--- config.mk ---
export PLATFORM = sky130hd
export DESIGN_NAME = txn_set_tracker
export DESIGN_NICKNAME = d
export VERILOG_FILES = /design/src/rtl/txn_pkg.sv /design/src/rtl/txn_line_cam.sv /design/src/rtl/txn_nest_ctl.sv /design/src/rtl/txn_abort_arb.sv /design/src/rtl/txn_set_tracker.sv
export SDC_FILE = /design/constraint.sdc
export NUM_CORES = 1
export LEC_CHECK = 0
export BUFFER_PORTS_ARGS = -buffer_cell sky130_fd_sc_hd__buf_2
export CAP_MARGIN = 5
export CELL_PAD_IN_SITES_DETAIL_PLACEMENT = 0
export CELL_PAD_IN_SITES_GLOBAL_PLACEMENT = 2
export CORE_MARGIN = 4
export CORE_UTILIZATION = 30
export CTS_BUF_LIST = sky130_fd_sc_hd__clkbuf_16
export CTS_CLUSTER_DIAMETER = 150
export DETAILED_ROUTE_END_ITERATION = 10
export PLACE_DENSITY_LB_ADDON = 0.2
export SYNTH_ARGS = -nofsm -noshare
export SYNTH_HDL_FRONTEND = slang
export SYNTH_HIERARCHICAL = 1
export SYNTH_SLANG_ARGS = --single-unit
--- constraint.sdc ---
create_clock -name clk -period 7.9 [get_ports clk]
set_input_delay 0.79 -clock clk [delete_from_list [all_inputs] [get_ports clk]]
set_output_delay 0.79 -clock clk [all_outputs]
set_load 0.1 [all_outputs]
--- src/rtl/txn_pkg.sv ---
package txn_pkg;

  localparam int CODE_W = 8;

  // Outcome word, bit 0 at the bottom.
  typedef struct packed {
    logic [CODE_W-1:0] code;      // 15:8
    logic [1:0]        rsvd;      // 7:6
    logic              nested;    // 5
    logic              intr;      // 4
    logic              capacity;  // 3
    logic              conflict;  // 2
    logic              retry;     // 1
    logic              explicit_ab; // 0
  } txn_status_t;

  localparam int STATUS_W = $bits(txn_status_t);

endpackage

--- src/rtl/txn_line_cam.sv ---
module txn_line_cam #(
  parameter int ENTRIES = 8,
  parameter int LINE_W  = 26,
  parameter int IDX_W   = 3
) (
  input  logic               clk,
  input  logic               rst_n,
  input  logic [LINE_W-1:0]  acc_line,
  input  logic               acc_wr,
  input  logic               acc_go,
  input  logic               clr,
  input  logic [LINE_W-1:0]  snp_line,
  input  logic [IDX_W-1:0]   rd_idx,
  output logic               snp_hit_any,
  output logic               snp_hit_wr,
  output logic               acc_ovf,
  output logic [ENTRIES-1:0] acc_sel,
  output logic [ENTRIES-1:0] wr_bits,
  output logic [LINE_W-1:0]  rd_line
);

  logic [LINE_W-1:0]  tag_q [ENTRIES];
  logic [ENTRIES-1:0] rd_q, wr_q, rd_n, wr_n;
  logic [ENTRIES-1:0] occ, hit_vec, snp_any_vec, snp_wr_vec, free_sel, tag_we;
  logic               acc_hit;

  assign occ = rd_q | wr_q;

  for (genvar g = 0; g < ENTRIES; g++) begin : g_entry
    assign hit_vec[g]     = occ[g]  && (tag_q[g] == acc_line);
    assign snp_any_vec[g] = occ[g]  && (tag_q[g] == snp_line);
    assign snp_wr_vec[g]  = wr_q[g] && (tag_q[g] == snp_line);
    assign tag_we[g]      = acc_go && !acc_hit && free_sel[g];

    always_ff @(posedge clk) begin
      if (tag_we[g]) tag_q[g] <= acc_line;
    end
  end

  // lowest free entry, one-hot
  always_comb begin
    free_sel = '0;
    for (int i = ENTRIES - 1; i >= 0; i--) begin
      if (!occ[i]) begin
        free_sel    = '0;
        free_sel[i] = 1'b1;
      end
    end
  end

  assign acc_hit     = |hit_vec;
  assign acc_ovf     = !acc_hit && (&occ);
  assign acc_sel     = acc_hit ? hit_vec : free_sel;
  assign snp_hit_any = |snp_any_vec;
  assign snp_hit_wr  = |snp_wr_vec;
  assign wr_bits     = wr_q;
  assign rd_line     = (int'(rd_idx) < ENTRIES) ? tag_q[rd_idx] : '0;

  always_comb begin
    rd_n = rd_q;
    wr_n = wr_q;
    if (acc_go) begin
      if (acc_wr) wr_n = wr_q | acc_sel;
      else        rd_n = rd_q | acc_sel;
    end
    if (clr) begin
      rd_n = '0;
      wr_n = '0;
    end
  end

  always_ff @(posedge clk or negedge rst_n) begin
    if (!rst_n) begin
      rd_q <= '0;
      wr_q <= '0;
    end else begin
      rd_q <= rd_n;
      wr_q <= wr_n;
    end
  end

  AST_CLR_EMPTIES: assert property (@(posedge clk) disable iff (!rst_n)
    clr |=> ((rd_q | wr_q) == '0));

  AST_SETS_HOLD: assert property (@(posedge clk) disable iff (!rst_n)
    (!acc_go && !clr) |=> ($stable(rd_q) && $stable(wr_q)));

  AST_ONE_TARGET: assert property (@(posedge clk) disable iff (!rst_n)
    acc_go |-> ($countones(acc_sel) == 1));

endmodule

--- src/rtl/txn_nest_ctl.sv ---
module txn_nest_ctl #(
  parameter int DEPTH_W = 4
) (
  input  logic               clk,
  input  logic               rst_n,
  input  logic               inc,
  input  logic               dec,
  input  logic               zero,
  output logic [DEPTH_W-1:0] depth,
  output logic               active,
  output logic               outer,
  output logic               deep,
  output logic               at_max
);

  localparam logic [DEPTH_W-1:0] ONE = DEPTH_W'(1);

  logic [DEPTH_W-1:0] depth_q, depth_n;
  logic               depth_en;

  always_comb begin
    depth_en = zero || inc || dec;
    depth_n  = depth_q;
    if (zero)     depth_n = '0;
    else if (inc) depth_n = depth_q + ONE;
    else if (dec) depth_n = depth_q - ONE;
  end

  always_ff @(posedge clk or negedge rst_n) begin
    if (!rst_n)        depth_q <= '0;
    else if (depth_en) depth_q <= depth_n;
  end

  assign depth  = depth_q;
  assign active = (depth_q != '0);
  assign outer  = (depth_q == ONE);
  assign deep   = active && !outer;
  assign at_max = (depth_q == '1);

  AST_NO_WRAP_UP: assert property (@(posedge clk) disable iff (!rst_n)
    (inc && !zero) |-> !at_max);

  AST_NO_WRAP_DOWN: assert property (@(posedge clk) disable iff (!rst_n)
    (dec && !zero) |-> deep);

endmodule

--- src/rtl/txn_abort_arb.sv ---
module txn_abort_arb
  import txn_pkg::*;
(
  input  logic              active,
  input  logic              deep,
  input  logic              at_max,
  input  logic              snp_valid,
  input  logic              snp_excl,
  input  logic              snp_hit_any,
  input  logic              snp_hit_wr,
  input  logic              irq,
  input  logic              acc_valid,
  input  logic              acc_ovf,
  input  logic              sel_abort,
  input  logic              sel_begin,
  input  logic [CODE_W-1:0] code,
  output logic              abort_now,
  output txn_status_t       status_n
);

  logic snp_conf, irq_ab, cap_ab, exp_ab, nest_ab;

  always_comb begin
    snp_conf = active && snp_valid && (snp_excl ? snp_hit_any : snp_hit_wr);
    irq_ab   = active && irq && !snp_conf;
    cap_ab   = active && acc_valid && acc_ovf && !snp_conf && !irq_ab;
    exp_ab   = active && sel_abort && !snp_conf && !irq_ab && !cap_ab;
    nest_ab  = active && sel_begin && at_max && !snp_conf && !irq_ab && !cap_ab;
    abort_now = snp_conf || irq_ab || cap_ab || exp_ab || nest_ab;

    status_n             = '0;
    status_n.explicit_ab = exp_ab;
    status_n.retry       = snp_conf;
    status_n.conflict    = snp_conf;
    status_n.capacity    = cap_ab || nest_ab;
    status_n.intr        = irq_ab;
    status_n.nested      = deep;
    status_n.code        = exp_ab ? code : '0;
  end

endmodule

--- src/rtl/txn_set_tracker.sv ---
module txn_set_tracker
  import txn_pkg::*;
#(
  parameter  int ENTRIES = 8,
  parameter  int LINE_W  = 26,
  parameter  int DEPTH_W = 4,
  localparam int IDX_W   = (ENTRIES > 1) ? $clog2(ENTRIES) : 1
) (
  input  logic               clk,
  input  logic               rst_n,
  input  logic               cmd_begin,
  input  logic               cmd_end,
  input  logic               cmd_abort,
  input  logic [7:0]         cmd_code,
  input  logic               acc_valid,
  input  logic               acc_write,
  input  logic [LINE_W-1:0]  acc_line,
  input  logic               snp_valid,
  input  logic               snp_excl,
  input  logic [LINE_W-1:0]  snp_line,
  input  logic               irq,
  input  logic [IDX_W-1:0]   ws_idx,
  output logic               commit_pulse,
  output logic               abort_pulse,
  output logic [15:0]        status,
  output logic               tx_active,
  output logic [DEPTH_W-1:0] nest_depth,
  output logic [LINE_W-1:0]  ws_line,
  output logic               ws_vld
);

  logic               active, outer, deep, at_max;
  logic [DEPTH_W-1:0] depth;
  logic               snp_hit_any, snp_hit_wr, acc_ovf;
  logic [ENTRIES-1:0] acc_sel, wr_bits;
  logic               sel_abort, sel_end, sel_begin;
  logic               abort_now, commit_now, acc_go;
  logic               nest_inc, nest_dec, sets_clr;
  txn_status_t        status_abort, status_q, status_n;
  logic               status_en;
  logic [ENTRIES-1:0] pub_q, pub_n;
  logic               pub_en;
  logic               commit_q, abort_q;

  // command ranking: abort over end over begin
  assign sel_abort = cmd_abort;
  assign sel_end   = cmd_end && !cmd_abort;
  assign sel_begin = cmd_begin && !cmd_end && !cmd_abort;

  txn_abort_arb u_arb (
    .active      (active),
    .deep        (deep),
    .at_max      (at_max),
    .snp_valid   (snp_valid),
    .snp_excl    (snp_excl),
    .snp_hit_any (snp_hit_any),
    .snp_hit_wr  (snp_hit_wr),
    .irq         (irq),
    .acc_valid   (acc_valid),
    .acc_ovf     (acc_ovf),
    .sel_abort   (sel_abort),
    .sel_begin   (sel_begin),
    .code        (cmd_code),
    .abort_now   (abort_now),
    .status_n    (status_abort)
  );

  assign acc_go     = active && acc_valid && !abort_now;
  assign commit_now = active && sel_end && outer && !abort_now;
  assign sets_clr   = abort_now || commit_now;
  assign nest_dec   = active && sel_end && !outer && !abort_now;
  assign nest_inc   = sel_begin && !at_max && !abort_now;

  txn_line_cam #(
    .ENTRIES (ENTRIES),
    .LINE_W  (LINE_W),
    .IDX_W   (IDX_W)
  ) u_cam (
    .clk         (clk),
    .rst_n       (rst_n),
    .acc_line    (acc_line),
    .acc_wr      (acc_write),
    .acc_go      (acc_go),
    .clr         (sets_clr),
    .snp_line    (snp_line),
    .rd_idx      (ws_idx),
    .snp_hit_any (snp_hit_any),
    .snp_hit_wr  (snp_hit_wr),
    .acc_ovf     (acc_ovf),
    .acc_sel     (acc_sel),
    .wr_bits     (wr_bits),
    .rd_line     (ws_line)
  );

  txn_nest_ctl #(
    .DEPTH_W (DEPTH_W)
  ) u_nest (
    .clk    (clk),
    .rst_n  (rst_n),
    .inc    (nest_inc),
    .dec    (nest_dec),
    .zero   (sets_clr),
    .depth  (depth),
    .active (active),
    .outer  (outer),
    .deep   (deep),
    .at_max (at_max)
  );

  // next-state for status and published write set
  always_comb begin
    status_en = abort_now || commit_now;
    status_n  = abort_now ? status_abort : '0;

    pub_en = commit_now || (sel_begin && !active);
    pub_n  = '0;
    if (commit_now) pub_n = wr_bits | ((acc_go && acc_write) ? acc_sel : '0);
  end

  always_ff @(posedge clk or negedge rst_n) begin
    if (!rst_n) begin
      status_q <= '0;
      pub_q    <= '0;
      commit_q <= 1'b0;
      abort_q  <= 1'b0;
    end else begin
      if (status_en) status_q <= status_n;
      if (pub_en)    pub_q    <= pub_n;
      commit_q <= commit_now;
      abort_q  <= abort_now;
    end
  end

  assign commit_pulse = commit_q;
  assign abort_pulse  = abort_q;
  assign status       = status_q;
  assign tx_active    = active;
  assign nest_depth   = depth;
  assign ws_vld       = (int'(ws_idx) < ENTRIES) ? pub_q[ws_idx] : 1'b0;

  AST_PULSE_EXCL: assert property (@(posedge clk) disable iff (!rst_n)
    !(commit_pulse && abort_pulse));

  AST_ABORT_DEPTH0: assert property (@(posedge clk) disable iff (!rst_n)
    abort_pulse |-> (nest_depth == '0));

  AST_COMMIT_OUTER: assert property (@(posedge clk) disable iff (!rst_n)
    commit_pulse |-> ($past(nest_depth) == DEPTH_W'(1)));

  AST_IDLE_QUIET: assert property (@(posedge clk) disable iff (!rst_n)
    !tx_active |=> (!abort_pulse && !commit_pulse));

  AST_CAUSE_ONEHOT: assert property (@(posedge clk) disable iff (!rst_n)
    $onehot0({status[0], status[2], status[3], status[4]}));

  AST_RETRY_CONFLICT: assert property (@(posedge clk) disable iff (!rst_n)
    status[1] |-> status[2]);

endmodule

# Word level (Yosys, flattened, before mapping)
# Memory sizes are Yosys's and may differ from the RTL's.
# Cells that the tools add are included.
# Widths: inputs -> output; s select.
# classes
n_reduce_logical,102
n_bitwise,4
n_mux,62
order_cmp,1
n_eq_ne,19
addsub,2
# op_table
cell,n
$eq 26x26->1,16
$mux 26,7
$reduce_or 26->1,7
$mux 8,18
$logic_and 1x1->1,65
$or 8x8->8,4
$mux 1,25
$reduce_or 8->1,3
$mux 3,7
$mux 16,1
$mux 4,3
$logic_not 1->1,10
$logic_or 1x1->1,9
$reduce_and 8->1,1
$reduce_and 2->1,3
$add 4x1->4 const B,1
$eq 4x1->1 const B,1
$eq 4x4->1 const B,1
$lt 3x4->1 const B,1
$reduce_bool 2->1,2
$reduce_bool 4->1,1
$sub 4x1->4 const B,1
$bmux 1 s3,1
$reduce_bool 3->1,1
$ne 2x1->1 const B,1
# totals
output_inout_bits,50
n_memories,1
ram_bits,208
ff_bits,46
elab_cells,205
# memory_table
memory,words,width,rd,rd_ports_with_merged_regs,write_ports,line_no,text
u_cam.tag_q,8,26,9,0,1,txn_line_cam.sv:22,logic [LINE_W-1:0] tag_q [ENTRIES];

# Logic depth before layout (Yosys ltp)
# An unclocked memory read counts as a cell.
# logic_depth
depth_word,28
mapped_depth,21
mapped_depth_nobuf,16

# By module
# The synthesis kept the hierarchy.
# modules_own_cells
module,cells_per_inst,area_per_inst_um2,n_inst,seq_area_each_um2
txn_line_cam,1054,13736.9,1,6646.4
txn_set_tracker,91,1138.6,1,650.6
txn_nest_ctl,34,305.3,1,100.1
txn_abort_arb,39,221.5,1,0.0

# Least setup slack after synthesis
# Ideal clock, no wire load.
# synth_path
path_kind,input to register
start,in acc_line[2]
end,"mem u_cam.tag_q[5][0], enable pin"
t_arrival_ps,6589
slack_ps,837
stages,18
path_buffers,4
path_cell_list,buf_2 xor2_1 nor4_1 nand4_1 or4_4 nor4b_2 and2_4 buf_6 nand3b_1 nor4_1 nand2_1 nand2_1 o41a_1 buf_2 buf_1 nor2_1 inv_1 nor4_1
# synth_lines
element,line_no,text
"start, declared",txn_set_tracker.sv:17,"input logic [LINE_W-1:0] acc_line,"
$eq 26x26->1,txn_line_cam.sv:30,assign hit_vec[g] = occ[g] && (tag_q[g] == acc_line);
$logic_and 1x1->1,txn_line_cam.sv:30,
$reduce_or 8->1 *,txn_line_cam.sv:51,assign acc_hit = |hit_vec;
$logic_not 1->1 *,txn_line_cam.sv:52,assign acc_ovf = !acc_hit && (&occ);
$logic_and 1x1->1 *,txn_line_cam.sv:52,
net acc_ovf,txn_set_tracker.sv:34,"logic snp_hit_any, snp_hit_wr, acc_ovf;"
$logic_and 1x1->1 * (3 in series),txn_abort_arb.sv:26,cap_ab = active && acc_valid && acc_ovf && !snp_conf && !irq_ab;
$logic_not 1->1,"txn_abort_arb.sv:27, txn_abort_arb.sv:28",
[... 3 more ...],--,
net abort_now,txn_set_tracker.sv:37,"logic abort_now, commit_now, acc_go;"
[... 1 more ...],--,
$logic_and 1x1->1 *,txn_set_tracker.sv:68,assign acc_go = active && acc_valid && !abort_now;
net acc_go,txn_set_tracker.sv:37,
$logic_and 1x1->1 * (2 in series),txn_line_cam.sv:33,assign tag_we[g] = acc_go && !acc_hit && free_sel[g];
net u_cam.tag_we[5],txn_line_cam.sv:24,"logic [ENTRIES-1:0] occ, hit_vec, snp_any_vec, snp_wr_vec, free_sel, tag_we;"
$mux 1 *,txn_line_cam.sv:36,if (tag_we[g]) tag_q[g] <= acc_line;
$mux 1 (implied by the code) *,txn_line_cam.sv:36,
$reduce_or 26->1 (no line),--,
$mux 3 (no line) or $mux 1 (tied branches) (3 in series),--,
"end, declared",txn_line_cam.sv:22,
# The timed path passes the listed nets; every way through them passes the cells marked *.

# Final worst setup path
# layout_path
start,in acc_line[1]
end,"mem u_cam.tag_q[2][2], enable pin"
# layout_lines
element,line_no
$eq 26x26->1,txn_line_cam.sv:30
$logic_and 1x1->1,txn_line_cam.sv:30
$reduce_or 8->1 *,txn_line_cam.sv:51
$logic_not 1->1 *,txn_line_cam.sv:52
$logic_and 1x1->1 *,txn_line_cam.sv:52
net acc_ovf,txn_set_tracker.sv:34
$logic_and 1x1->1 * (3 in series),txn_abort_arb.sv:26
$logic_not 1->1,"txn_abort_arb.sv:27, txn_abort_arb.sv:28"
[... 3 more ...],--
net abort_now,txn_set_tracker.sv:37
[... 1 more ...],--
$logic_and 1x1->1 *,txn_set_tracker.sv:68
net acc_go,txn_set_tracker.sv:37
$logic_and 1x1->1 * (2 in series),txn_line_cam.sv:33
net u_cam.tag_we[2],txn_line_cam.sv:24
$mux 1 *,txn_line_cam.sv:36
$mux 1 (implied by the code) *,txn_line_cam.sv:36
$reduce_or 26->1 (no line),--
$mux 3 (no line) or $mux 1 (tied branches) (6 in series),--
# Marks and branches as above.

==> results.cfg <==
[power_and_ir_drop]
irDropWorstVdd_mv = 0.149
power.density_mw_per_mm2 = 257
power.leakage_nw = 5.93
total_power_mw = 4.49

[drt]
wl_um = 63500
vias_per_cell = 5.34
wl_per_cell_um = 31.9
ant_nets = 0
dr_total_vias = 10629
drtIter0Drc = 934
dr.pass1.iters = 5
drc = 0

[yosys]
synth_top_cell_by_area = edfxtp_1
synth_top_cell_area_share_pct = 40.6
synth-seq-cells = 254
async_flop_share_pct = 18.1
synth_edf_count = 208
synth.distinct_cells = 69
synth_warnings = 6
synth_area_mm2 = 0.0154
synth_flop_cell = edfxtp_1
synth_seq_area_share_pct = 48.0
yosys-top-cells-area = edfxtp_1 41%, xor2_1 13%, xnor2_1 11%, mux4_2 7.9%, dfrtp_1 7.5%
netlist_instances = 1218
synth.avg_cell_area_um2 = 12.6

[global_route]
grt_pass1_vias = 10879
gr-total-overflow = 0
track_usage_pct = 22.7
grt_max_degree = 55
grt_pass1_wl_um = 87600
antenna_found_initial = 0

[die]
rows = 82
fp.dieArea_mm2 = 0.0550
die_h_um = 235
fp.dieW_um = 235
core_mm2 = 0.0505
boundaryPins = 123
start_util_pct = 30.5

[timing]
clock-skew-final_ns = 0.0138
rsz0062_at_grt = no
finalSetupViolCount = 0
fin_crit_sh_pct = 79.8
holdWs_ns = 0.321
post-route-min-period_ns = 6.31
setup_tns_ns = 0
slew_violations = 0
slew_headroom_pct = 3.86
hold_viol_final = 0
fmax_mhz = 159
tightestPinTransition_ns = 1.43

[setup_path]
worst_setup_path_end_kind = flip-flop
worstSetupPathType = in -> reg
path_max_fanout = 26
reg2reg_from = u_cam/tag_q[3][7]
worstPathArrival_ns = 6.52
reg2reg_slack_ns = 1.69
worstSetupStartpointType = input port
worstSetupStartpoint = acc_line[1]
required_ns = 8.11

[clocking]
clk_pin_slew_ns = 0.06
clk_root_buffer_cell = clkbuf_16
clockBufferDepth = 3
post_cts_buffers = 0
clock-sinks = 254
cts_buffers = 31
cts-resized-gates = 0
htree_levels = 1
cts_tree = yes
clk_latency_ns = 0.58
hold_buffers = 0

[finish]
areaGrowthSynthToFinish_pct = 13.5
drive_above_1_share_pct = 21.9
layout.nets = 1375
multiInputGateArea_mm2 = 0.00745
antenna_cells = 0
fin_area_mm2 = 0.0175
regArea_mm2 = 0.00740
num-fill-cells = 5043

[placement]
portBuffers = 122
gp_congestion = 0.957
dp_hpwl_um = 48900
post_dp_cell_area_mm2 = 0.0165

[min_path]
hold_class = in -> async

[job]
maxCapViolations = 0

[status]
outcome = completed
[power breakdown]
part | internal (mW) | switching [mW]
Sequential | 1.58 | 0.113
Clock | 0.840 | 0.597
Combinational | 0.336 | 1.03
Total | 2.76 | 1.74
[sequential cells by signal (all words and copies together) (netlist names)]
register and cells:
commit_pulse 1, abort_pulse 1, pub_q 8, u_cam/tag_q 208
u_cam/wr_bits 8, u_cam/rd_q 8, u_nest/depth 4, status 16
[cells in the final DEF (no fill, tap or decap), drive strengths merged, types with 3 or more instances in the layout]
| cell type | instances |
|---|---|
| mux4 | 54 |
| a21o | 3 |
| a21oi | 16 |
| ha | 4 |
| clkinvlp | 4 |
| clkbuf | 31 |
| o21ai | 9 |
| nand4 | 60 |
| nor2 | 46 |
| xnor2 | 187 |
| nor2b | 4 |
| and3 | 4 |
| a22o | 17 |
| o22ai | 10 |
| nand2b | 3 |
| edfxtp | 208 |
| bufinv | 4 |
| nor3 | 22 |
| mux2 | 27 |
| nor4 | 78 |
| nand2 | 16 |
| a211oi | 9 |
| clkinv | 13 |
| buf | 134 |
| dfrtp | 46 |
| and2 | 4 |
| inv | 26 |
| nand3 | 19 |
| xor2 | 230 |
[critical path, cell delays in order]
cell and delay, ns:
buf_2 0.34, xor2_1 0.25, nor4_1 0.55, nand4_1 0.33
nor4_1 1.07, nor4b_2 0.13, and2_4 0.27, nand3b_1 0.22
nor4_1 0.08, nand2_1 0.30, nand2_1 0.12, o41a_1 0.67
nor2_1 0.38, inv_1 0.22, nor4_2 0.25, buf_4 0.49
[final cells by class]
type	count	area share (%)
Sequential cell	254	42.3
Clock inverter	24	1.32
Multi-Input combinational cell	854	42.6
Clock buffer	31	4.44
Tap cell	672	4.81
Inverter	23	0.494
Timing Repair Buffer	134	4.02
[metal layers]
layer	vias up	part of all wire (%)	global-route usage, %	wire [µm]
li1	4628	-	-	-
met5	-	0	0	0
met4	0	3.2	6.26	2040
met3	71	4.5	2.48	2840
met1	5603	44	31.4	28100
met2	327	48	38.1	30500
[per-stage QoR]
step / util [%] / std cells / worst slack, ns
after global routing: 34.6 / 1992 / 1.43
after detailed placement: 32.6 / 1937 / 1.17
final: 34.6 / 1992 / 1.59
after global placement: 32.6 / 1937 / 1.26
after floorplan: - / 1219 / 0.837
after CTS: 34.6 / 1992 / 1.77
[cells by family (layout without fill, tap and decap cells)]
group | after synthesis | count (layout) | synth area share, %
other | 1 | 2 | 0.0243
adder cells (fa/ha/maj) | 4 | 4 | 0.325
flip-flops | 254 | 254 | 48.0
buffers and inverters | 111 | 212 | 3.83
AO/OA/AOI/OAI | 77 | 77 | 3.76
XOR/XNOR | 417 | 417 | 23.8
multiplexers | 82 | 82 | 9.96
AND/OR/NAND/NOR | 272 | 272 | 10.3
[path summary, 6_finish.rpt]
kind / end / cells after the start
setup reg to reg: u_cam/tag_q[2][2] / 15
hold reg to reg: status[6] / 1
min in group clk: status[6] / 1
setup / recovery: u_cam/tag_q[2][2] / 16
hold / removal: pub_q[0] / 2
max in group asynchronous: status[5] / 2
[cell usage after synthesis (3+ instances only)]
cell	number
xor2_1	228
a22o_1	17
nor2b_1	4
a211oi_1	9
buf_2	15
dfrtp_1	46
ha_1	4
mux4_2	54
buf_6	11
mux2_2	26
nor2_1	45
buf_1	8
buf_4	13
o22ai_1	10
xnor2_1	187
nand2b_1	3
edfxtp_1	208
nand3_1	19
clkbuf_2	3
and3_1	4
nor4_1	75
o21ai_0	8
clkbuf_1	36
inv_1	21
nand4_1	59
nor3_1	22
a21oi_1	15
nand2_1	16
(Power assumes the default switching activity.)
